$ cat src/rtl/pxe_pkg.sv
package pxe_pkg;
   localparam int BYTE_W = 8;
   localparam int NPORT  = 4;
   localparam int ADDR_W = 7;
   localparam int CNT_W  = $clog2(BYTE_W + 1);
   localparam logic [CNT_W-1:0] BYTE_CNT = CNT_W'(BYTE_W);

   typedef enum logic [2:0] {
      ST_IDLE, ST_ADDR, ST_AACK, ST_WDATA, ST_WACK, ST_RDATA, ST_RACK, ST_SKIP
   } phase_t;

   // outputs sit at byte bits 7,6,1,0; inputs or mask at bits 5..2
   function automatic logic [BYTE_W-1:0] pack_port(input logic [NPORT-1:0] o,
                                                   input logic [NPORT-1:0] i);
      return {o[3], o[2], i, o[1], o[0]};
   endfunction

   function automatic logic [BYTE_W-1:0] pack_flags(input logic [NPORT-1:0] f);
      return {2'b00, f, 2'b00};
   endfunction

   function automatic logic [NPORT-1:0] pick_outs(input logic [BYTE_W-1:0] b);
      return {b[7], b[6], b[1], b[0]};
   endfunction

   function automatic logic [NPORT-1:0] pick_mask(input logic [BYTE_W-1:0] b);
      return b[5:2];
   endfunction
endpackage

$ cat src/rtl/pxe_line_sync.sv
module pxe_line_sync #(
   parameter int STAGES = 2
) (
   input  logic clk,
   input  logic rst_n,
   input  logic scl_i,
   input  logic sda_i,
   output logic scl_s,
   output logic sda_s,
   output logic scl_rise,
   output logic scl_fall,
   output logic start_det,
   output logic stop_det
);
   generate
      if (STAGES < 2) begin : g_bad_stages
         $error("pxe_line_sync: STAGES must be at least 2");
      end
   endgenerate

   logic [STAGES-1:0] scl_q, sda_q;
   logic              scl_d, sda_d;

   always_ff @(posedge clk or negedge rst_n) begin
      if (!rst_n) begin
         scl_q <= '1;
         sda_q <= '1;
         scl_d <= 1'b1;
         sda_d <= 1'b1;
      end else begin
         scl_q <= {scl_q[STAGES-2:0], scl_i};
         sda_q <= {sda_q[STAGES-2:0], sda_i};
         scl_d <= scl_q[STAGES-1];
         sda_d <= sda_q[STAGES-1];
      end
   end

   assign scl_s     = scl_q[STAGES-1];
   assign sda_s     = sda_q[STAGES-1];
   assign scl_rise  = scl_s & ~scl_d;
   assign scl_fall  = ~scl_s & scl_d;
   assign start_det = scl_s & scl_d & sda_d & ~sda_s;
   assign stop_det  = scl_s & scl_d & ~sda_d & sda_s;
endmodule

$ cat src/rtl/pxe_bit_fsm.sv
module pxe_bit_fsm
   import pxe_pkg::*;
(
   input  logic              clk,
   input  logic              rst_n,
   input  logic              bus_rst_n,
   input  logic              scl_rise,
   input  logic              scl_fall,
   input  logic              start_det,
   input  logic              stop_det,
   input  logic              sda_s,
   input  logic [ADDR_W-1:0] dev_addr,
   input  logic [BYTE_W-1:0] port_byte,
   input  logic [BYTE_W-1:0] flag_byte,
   output logic              drive_low,
   output logic              wr_strobe,
   output logic [BYTE_W-1:0] wr_byte,
   output logic              snap_pulse,
   output logic              read_busy
);
   phase_t            state;
   logic [CNT_W-1:0]  bitcnt;
   logic [BYTE_W-1:0] rx, tx;
   logic              rw, flag_next, snap_q, wr_q, rd_act;

   always_ff @(posedge clk or negedge rst_n) begin
      if (!rst_n) begin
         state     <= ST_IDLE;
         bitcnt    <= '0;
         rx        <= '0;
         tx        <= '0;
         rw        <= 1'b0;
         flag_next <= 1'b0;
         snap_q    <= 1'b0;
         wr_q      <= 1'b0;
         rd_act    <= 1'b0;
      end else begin
         snap_q <= 1'b0;
         wr_q   <= 1'b0;
         if (!bus_rst_n) begin
            state  <= ST_IDLE;
            bitcnt <= '0;
            rd_act <= 1'b0;
         end else if (start_det) begin
            state  <= ST_ADDR;
            bitcnt <= '0;
            rd_act <= 1'b0;
         end else if (stop_det) begin
            state  <= ST_IDLE;
            rd_act <= 1'b0;
         end else begin
            case (state)
               ST_ADDR, ST_WDATA: begin
                  if (scl_rise) begin
                     rx     <= {rx[BYTE_W-2:0], sda_s};
                     bitcnt <= bitcnt + 1'b1;
                  end else if (scl_fall && bitcnt == BYTE_CNT) begin
                     bitcnt <= '0;
                     if (state == ST_WDATA) begin
                        state <= ST_WACK;
                     end else if (rx[BYTE_W-1:1] == dev_addr) begin
                        state  <= ST_AACK;
                        rw     <= rx[0];
                        rd_act <= rx[0];
                     end else begin
                        state <= ST_SKIP;
                     end
                  end
               end
               ST_AACK: begin
                  if (scl_rise) begin
                     snap_q <= 1'b1;
                  end else if (scl_fall) begin
                     if (rw) begin
                        state     <= ST_RDATA;
                        tx        <= port_byte;
                        flag_next <= 1'b1;
                     end else begin
                        state <= ST_WDATA;
                     end
                  end
               end
               ST_WACK: begin
                  if (scl_rise) wr_q <= 1'b1;
                  else if (scl_fall) state <= ST_WDATA;
               end
               ST_RDATA: begin
                  if (scl_rise) begin
                     bitcnt <= bitcnt + 1'b1;
                  end else if (scl_fall) begin
                     if (bitcnt == BYTE_CNT) begin
                        state  <= ST_RACK;
                        bitcnt <= '0;
                     end else begin
                        tx <= {tx[BYTE_W-2:0], 1'b0};
                     end
                  end
               end
               ST_RACK: begin
                  if (scl_rise) begin
                     if (sda_s) state <= ST_SKIP;
                     else if (!flag_next) snap_q <= 1'b1;
                  end else if (scl_fall) begin
                     state     <= ST_RDATA;
                     tx        <= flag_next ? flag_byte : port_byte;
                     flag_next <= ~flag_next;
                  end
               end
               default: ;
            endcase
         end
      end
   end

   always_comb begin
      case (state)
         ST_AACK, ST_WACK: drive_low = 1'b1;
         ST_RDATA:         drive_low = ~tx[BYTE_W-1];
         default:          drive_low = 1'b0;
      endcase
   end

   assign wr_strobe  = wr_q;
   assign wr_byte    = rx;
   assign snap_pulse = snap_q;
   assign read_busy  = rd_act;


   snap_single_chk: assert property (@(posedge clk) disable iff (!rst_n)
      snap_q |=> !snap_q);


   bit_range_chk: assert property (@(posedge clk) disable iff (!rst_n)
      bitcnt <= BYTE_CNT);


   skip_hold_chk: assert property (@(posedge clk) disable iff (!rst_n)
      (state == ST_SKIP && !start_det && !stop_det && bus_rst_n) |=> state == ST_SKIP);
endmodule

$ cat src/rtl/io4_expander_slave.sv
module io4_expander_slave
   import pxe_pkg::*;
#(
   parameter int               SYNC_STAGES = 2,
   parameter bit               REG_SDA_OUT = 1'b1,
   parameter logic [NPORT-1:0] OUT_RESET   = 4'b1111,
   parameter logic [NPORT-1:0] MASK_RESET  = 4'b1111
) (
   input  logic              clk,
   input  logic              rst_n,
   input  logic              bus_rst_n,
   input  logic              scl_i,
   input  logic              sda_i,
   output logic              sda_oe,
   input  logic [ADDR_W-1:0] dev_addr,
   input  logic [NPORT-1:0]  in_pins,
   input  logic [NPORT-1:0]  out_sense,
   input  logic [NPORT-1:0]  flags_i,
   output logic [NPORT-1:0]  out_val,
   output logic [NPORT-1:0]  int_mask,
   output logic              snap_pulse,
   output logic              stop_pulse,
   output logic              read_busy
);
   generate
      if (NPORT != 4 || BYTE_W != 8) begin : g_bad_geom
         $error("io4_expander_slave: byte layout needs four ports in eight bits");
      end
   endgenerate

   logic scl_s, sda_s, scl_rise, scl_fall, start_det, stop_det;
   logic drive_low, wr_strobe, snap_int;
   logic [BYTE_W-1:0] wr_byte, port_byte, flag_byte;
   logic stop_q;

   pxe_line_sync #(.STAGES(SYNC_STAGES)) u_sync (
      .clk(clk), .rst_n(rst_n), .scl_i(scl_i), .sda_i(sda_i),
      .scl_s(scl_s), .sda_s(sda_s), .scl_rise(scl_rise), .scl_fall(scl_fall),
      .start_det(start_det), .stop_det(stop_det)
   );

   pxe_bit_fsm u_fsm (
      .clk(clk), .rst_n(rst_n), .bus_rst_n(bus_rst_n),
      .scl_rise(scl_rise), .scl_fall(scl_fall),
      .start_det(start_det), .stop_det(stop_det), .sda_s(sda_s),
      .dev_addr(dev_addr), .port_byte(port_byte), .flag_byte(flag_byte),
      .drive_low(drive_low), .wr_strobe(wr_strobe), .wr_byte(wr_byte),
      .snap_pulse(snap_int), .read_busy(read_busy)
   );

   // pin and flag capture on each snapshot; outputs and mask on each write ACK
   always_ff @(posedge clk or negedge rst_n) begin
      if (!rst_n) begin
         port_byte <= '0;
         flag_byte <= '0;
         out_val   <= OUT_RESET;
         int_mask  <= MASK_RESET;
         stop_q    <= 1'b0;
      end else begin
         stop_q <= stop_det;
         if (snap_int) begin
            port_byte <= pack_port(out_sense, in_pins);
            flag_byte <= pack_flags(flags_i);
         end
         if (wr_strobe) begin
            out_val  <= pick_outs(wr_byte);
            int_mask <= pick_mask(wr_byte);
         end
      end
   end

   generate
      if (REG_SDA_OUT) begin : g_reg_oe
         logic oe_q;
         always_ff @(posedge clk or negedge rst_n) begin
            if (!rst_n) oe_q <= 1'b0;
            else        oe_q <= bus_rst_n & drive_low;
         end
         assign sda_oe = oe_q;
      end else begin : g_comb_oe
         assign sda_oe = drive_low;
      end
   endgenerate

   assign snap_pulse = snap_int;
   assign stop_pulse = stop_q;


   sda_hold_chk: assert property (@(posedge clk) disable iff (!rst_n || !bus_rst_n)
      (scl_s && $past(scl_s)) |-> $stable(sda_oe));


   commit_window_chk: assert property (@(posedge clk) disable iff (!rst_n)
      wr_strobe |-> scl_s);


   out_change_chk: assert property (@(posedge clk) disable iff (!rst_n)
      !$stable(out_val) |-> $past(wr_strobe));
endmodule

$ cat config.mk
export PLATFORM = sky130hd
export DESIGN_NAME = io4_expander_slave
export DESIGN_NICKNAME = d
export VERILOG_FILES = /design/src/rtl/pxe_pkg.sv /design/src/rtl/pxe_line_sync.sv /design/src/rtl/pxe_bit_fsm.sv /design/src/rtl/io4_expander_slave.sv
export SDC_FILE = /design/constraint.sdc
export NUM_CORES = 1
export LEC_CHECK = 0
export ABC_AREA = 1
export BUFFER_PORTS_ARGS = -buffer_cell sky130_fd_sc_hd__buf_4
export CORE_MARGIN = 3
export CORE_UTILIZATION = 52
export DETAILED_ROUTE_END_ITERATION = 6
export GPL_TIMING_DRIVEN = 0
export PLACE_DENSITY = 0.77
export SKIP_CTS_REPAIR_TIMING = 1
export SYNTH_ARGS = -nofsm -noshare
export SYNTH_HDL_FRONTEND = slang
export SYNTH_HIERARCHICAL = 1
export SYNTH_SLANG_ARGS = --single-unit
$ cat constraint.sdc
create_clock -name clk -period 1.7 [get_ports clk]
set_clock_uncertainty 0.1 [all_clocks]
set_input_delay 0.085 -clock clk [delete_from_list [all_inputs] [get_ports clk]]
set_output_delay 0.085 -clock clk [all_outputs]
set_load 0.02 [all_outputs]
==> run_results.csv <==
group,metric,value,unit
run_status,status,"finished, violations left",
run_status,violations,"negative setup slack",
global_route,grt_pass1_vias,2433,
routing,wl_per_cell,12.7,µm
place,place_congestion,0.906,
sta,max_freq,527,MHz
cells_and_area,finalCoreUtilization,73.9,%
die,fp.dieH,81.0,µm
sta,slew_headroom,55.2,%
die,placementRows,26,
synthesis,seq_area_frac_synth,48.5,%
global_route,grt_overflow,0,
cells_and_area,nets,501,
sta,fin_crit_sh,112,%
sta,timing.final.ws_setup,-0.197,ns
sta,whs,0.236,ns
setup_path,worstPathRequired,1.80,ns
routing,drt_first_pass_iters,4,
sta,setup_viol,24,
place,placed_area,0.00331,mm²
clocking,htreeDepth,2,
synthesis,synth_cell_types,33,
global_route,grt_max_degree,57,
cells_and_area,layoutNonFillerInstCount,546,
die,die_area,0.00656,mm²
place,dp_hpwl,4410,µm
die,initial_utilization,55.5,%
cells_and_area,final_area,0.00389,mm²
routing,drt_iter0_drc,252,
die,die_x,81.0,µm
global_route,track_usage,20.3,%
synthesis,synth-seq-cells,56,
routing,drt-vias-per-instance,5.07,
sta,hold_violations,0,
clocking,cts_buffers,5,
setup_path,critPathArrivalTime,2.00,ns
clocking,clkTransAtPathRegs,0.09,ns
min_path,hp-class,"input port to flip-flop",
setup_path,path_class,"flip-flop to flip-flop",
power_and_ir_drop,powerDensity,1230,mW/mm²
clocking,cts_root_buffer,"clkbuf_8",
synthesis,synthCells,393,
routing,drc,0,
sta,grt_setup_unrepaired,"true",
cells_and_area,drive_above_1_share,31.3,%
clocking,cts_max_path_buffers,2,
cells_and_area,fillerInstances,401,
sta,period_minus_slack,1.90,ns
power_and_ir_drop,irDropWorstVdd,707,µV
global_route,grt_pass1_wl,10500,µm
sta,maxSlewViolCount,0,
place,port_buffers,35,
routing,vias,2770,
synthesis,ys_warn_count,6,
synthesis,postSynthAreaPerCell,7.45,µm²
cells_and_area,n_antenna_cell,0,
routing,postRouteWirelength,6910,µm
min_path,hold_path_depth,8,
sta,worst_pin_slew,0.672,ns
cells_and_area,areaGrowthSynthToFinish,33.0,%
routing,ant_nets,0,
power_and_ir_drop,power_leakage,1.99,nW
die,coreArea,0.00527,mm²
clocking,clk_latency,0.30,ns
setup_path,start_kind,"flip-flop",
synthesis,netlist_area,0.00293,mm²
setup_path,cp_max_fo,6,
place,dp_cells,501,
clocking,cts_tree,"built",
die,io_pins,36,
clocking,cts_sinks,56,
global_route,grt_antenna_before_repair,0,
setup_path,reg2reg_depth,15,
power_and_ir_drop,finalPower,4.79,mW
setup_path,endpoint_kind,"flip-flop",
job,cap_violations,0,
## cells in the final DEF (no fill, tap or decap), types with 2 or more instances in the layout
| cell | count |
|---|---|
| nor2_2 | 7 |
| nor2_4 | 8 |
| nand3_1 | 11 |
| nand4_1 | 3 |
| clkinv_2 | 2 |
| dlygate4sd3_1 | 16 |
| nor3_2 | 3 |
| clkbuf_8 | 6 |
| inv_2 | 11 |
| nand2_4 | 4 |
| nor2_1 | 10 |
| a21oi_1 | 9 |
| buf_6 | 2 |
| a21oi_4 | 2 |
| dfstp_2 | 14 |
| inv_4 | 2 |
| dfrtp_1 | 42 |
| conb_1 | 4 |
| o211ai_1 | 4 |
| o221ai_1 | 2 |
| inv_1 | 49 |
| nand3_2 | 8 |
| o21ai_0 | 7 |
| nand2_2 | 7 |
| buf_4 | 60 |
| ha_1 | 2 |
| o21ai_1 | 17 |
| nand2_1 | 146 |
| o21ai_2 | 8 |
## final cells by class
class	instances	area, µm²	share of cell area [%]
Sequential cell	56	1420	36.4
Multi-Input combinational cell	270	1420	36.3
Timing Repair Buffer	73	588	15.1
Inverter	62	238	6.11
Tap cell	70	87.6	2.25
Clock buffer	6	82.6	2.12
Buffer	7	53.8	1.38
Clock inverter	2	10.0	0.257
## worst max-delay path: stages (launching register included)
cell and delay (ns):
dfstp_2 0.61, inv_2 0.05, nand2_2 0.08, nor2_4 0.04, inv_2 0.07, nand2_4 0.05
nor2_4 0.19, inv_4 0.08, nor2_4 0.13, nand2_2 0.08, nand2_4 0.08, inv_2 0.04
nand2_2 0.07, nor2_2 0.04, nand2_1 0.05, nand2_1 0.05
## through the flow
stage          setup TNS [ns]  setup slack, ns
2_1_floorplan         -0.0399          -0.0108
3_3_place_gp            -4.01           -0.238
4_1_cts                 -4.79           -0.273
5_1_grt                 -5.20           -0.268
3_5_place_dp            -4.31           -0.250
6_report                -3.58           -0.197
## metal layers
layer / share of wire, % / GRT usage (%) / routed length [µm] / up-vias
met1: 42 / 25.1 / 2880 / 1291
met2: 51 / 36.8 / 3520 / 91
met3: 5.3 / 3.22 / 363 / 17
met4: 2.0 / 5.24 / 139 / 0
li1: - / - / - / 1371
met5: 0 / 0 / 0 / -
## where the power goes
part           switching (mW)  internal, mW  total, mW
Combinational            1.24         0.769       2.01
Sequential              0.276          1.76       2.04
Clock                   0.418         0.326      0.744
Total                    1.94          2.86       4.79
## cells by family after synthesis
logic type	synth area share, %
and+or+nand+nor	30.3
other	0.128
buffers and inverters	9.96
DFF	48.5
AOI/OAI and AO/OA	10.0
xor gates and xnor gates	0.299
adders and majority gates	0.855
## state kept, by name, summed over array words and instances (netlist names), 2 cells and up
name           count
flag_byte          4
u_fsm/tx           8
out_val            4
int_mask           4
u_fsm/wr_byte      8
port_byte          8
u_fsm/bitcnt       4
u_sync/scl_q       2
u_sync/sda_q       2
u_fsm/state        3
## worst paths after layout
path | to | startpoint | slack, ns
hold / removal | u_fsm/read_busy$_DFFE_PN0P_ | dev_addr[3] | 0.24
max in group asynchronous | u_fsm/tx[0]$_DFFE_PN0P_ | rst_n | 0.80
setup reg to reg | u_fsm/state[0]$_DFFE_PN0P_ | u_sync/sda_q[1]$_DFF_PN1_ | -0.20
min in group asynchronous | u_fsm/wr_byte[5]$_DFFE_PN0P_ | rst_n | 0.26
setup / recovery | u_fsm/state[0]$_DFFE_PN0P_ | u_sync/sda_q[1]$_DFF_PN1_ | -0.20
hold reg to reg | u_sync/scl_q[1]$_DFF_PN1_ | u_sync/scl_q[0]$_DFF_PN1_ | 0.26
## cell usage after synthesis
cell type  number  area, µm²
a21oi_1         9       45.0
a21oi_2         2       17.5
and2_4          1       8.76
and3_1          1       6.26
buf_2           2       10.0
buf_4           3       22.5
buf_6           2       22.5
clkbuf_1        1       3.75
conb_1          1       3.75
dfrtp_1        42       1050
dfstp_2        14        368
ha_1            2       25.0
inv_1          54        203
inv_2           8       30.0
nand2_1       154        578
nand2_2         3       18.8
nand3_1        17       85.1
nand3_2         2       20.0
nand4_1         3       18.8
nor2_1         21       78.8
nor2_2          1       6.26
nor2_4          3       33.8
nor3_1          3       15.0
nor3_2          1       10.0
o211ai_1        4       30.0
o21a_1          1       7.51
o21ai_0        18       90.1
o21ai_1        14       70.1
o21bai_1        1       7.51
o221ai_1        2       17.5
o31ai_1         1       7.51
or2_2           1       6.26
xor2_1          1       8.76
Power figures use the tool's default switching activity.
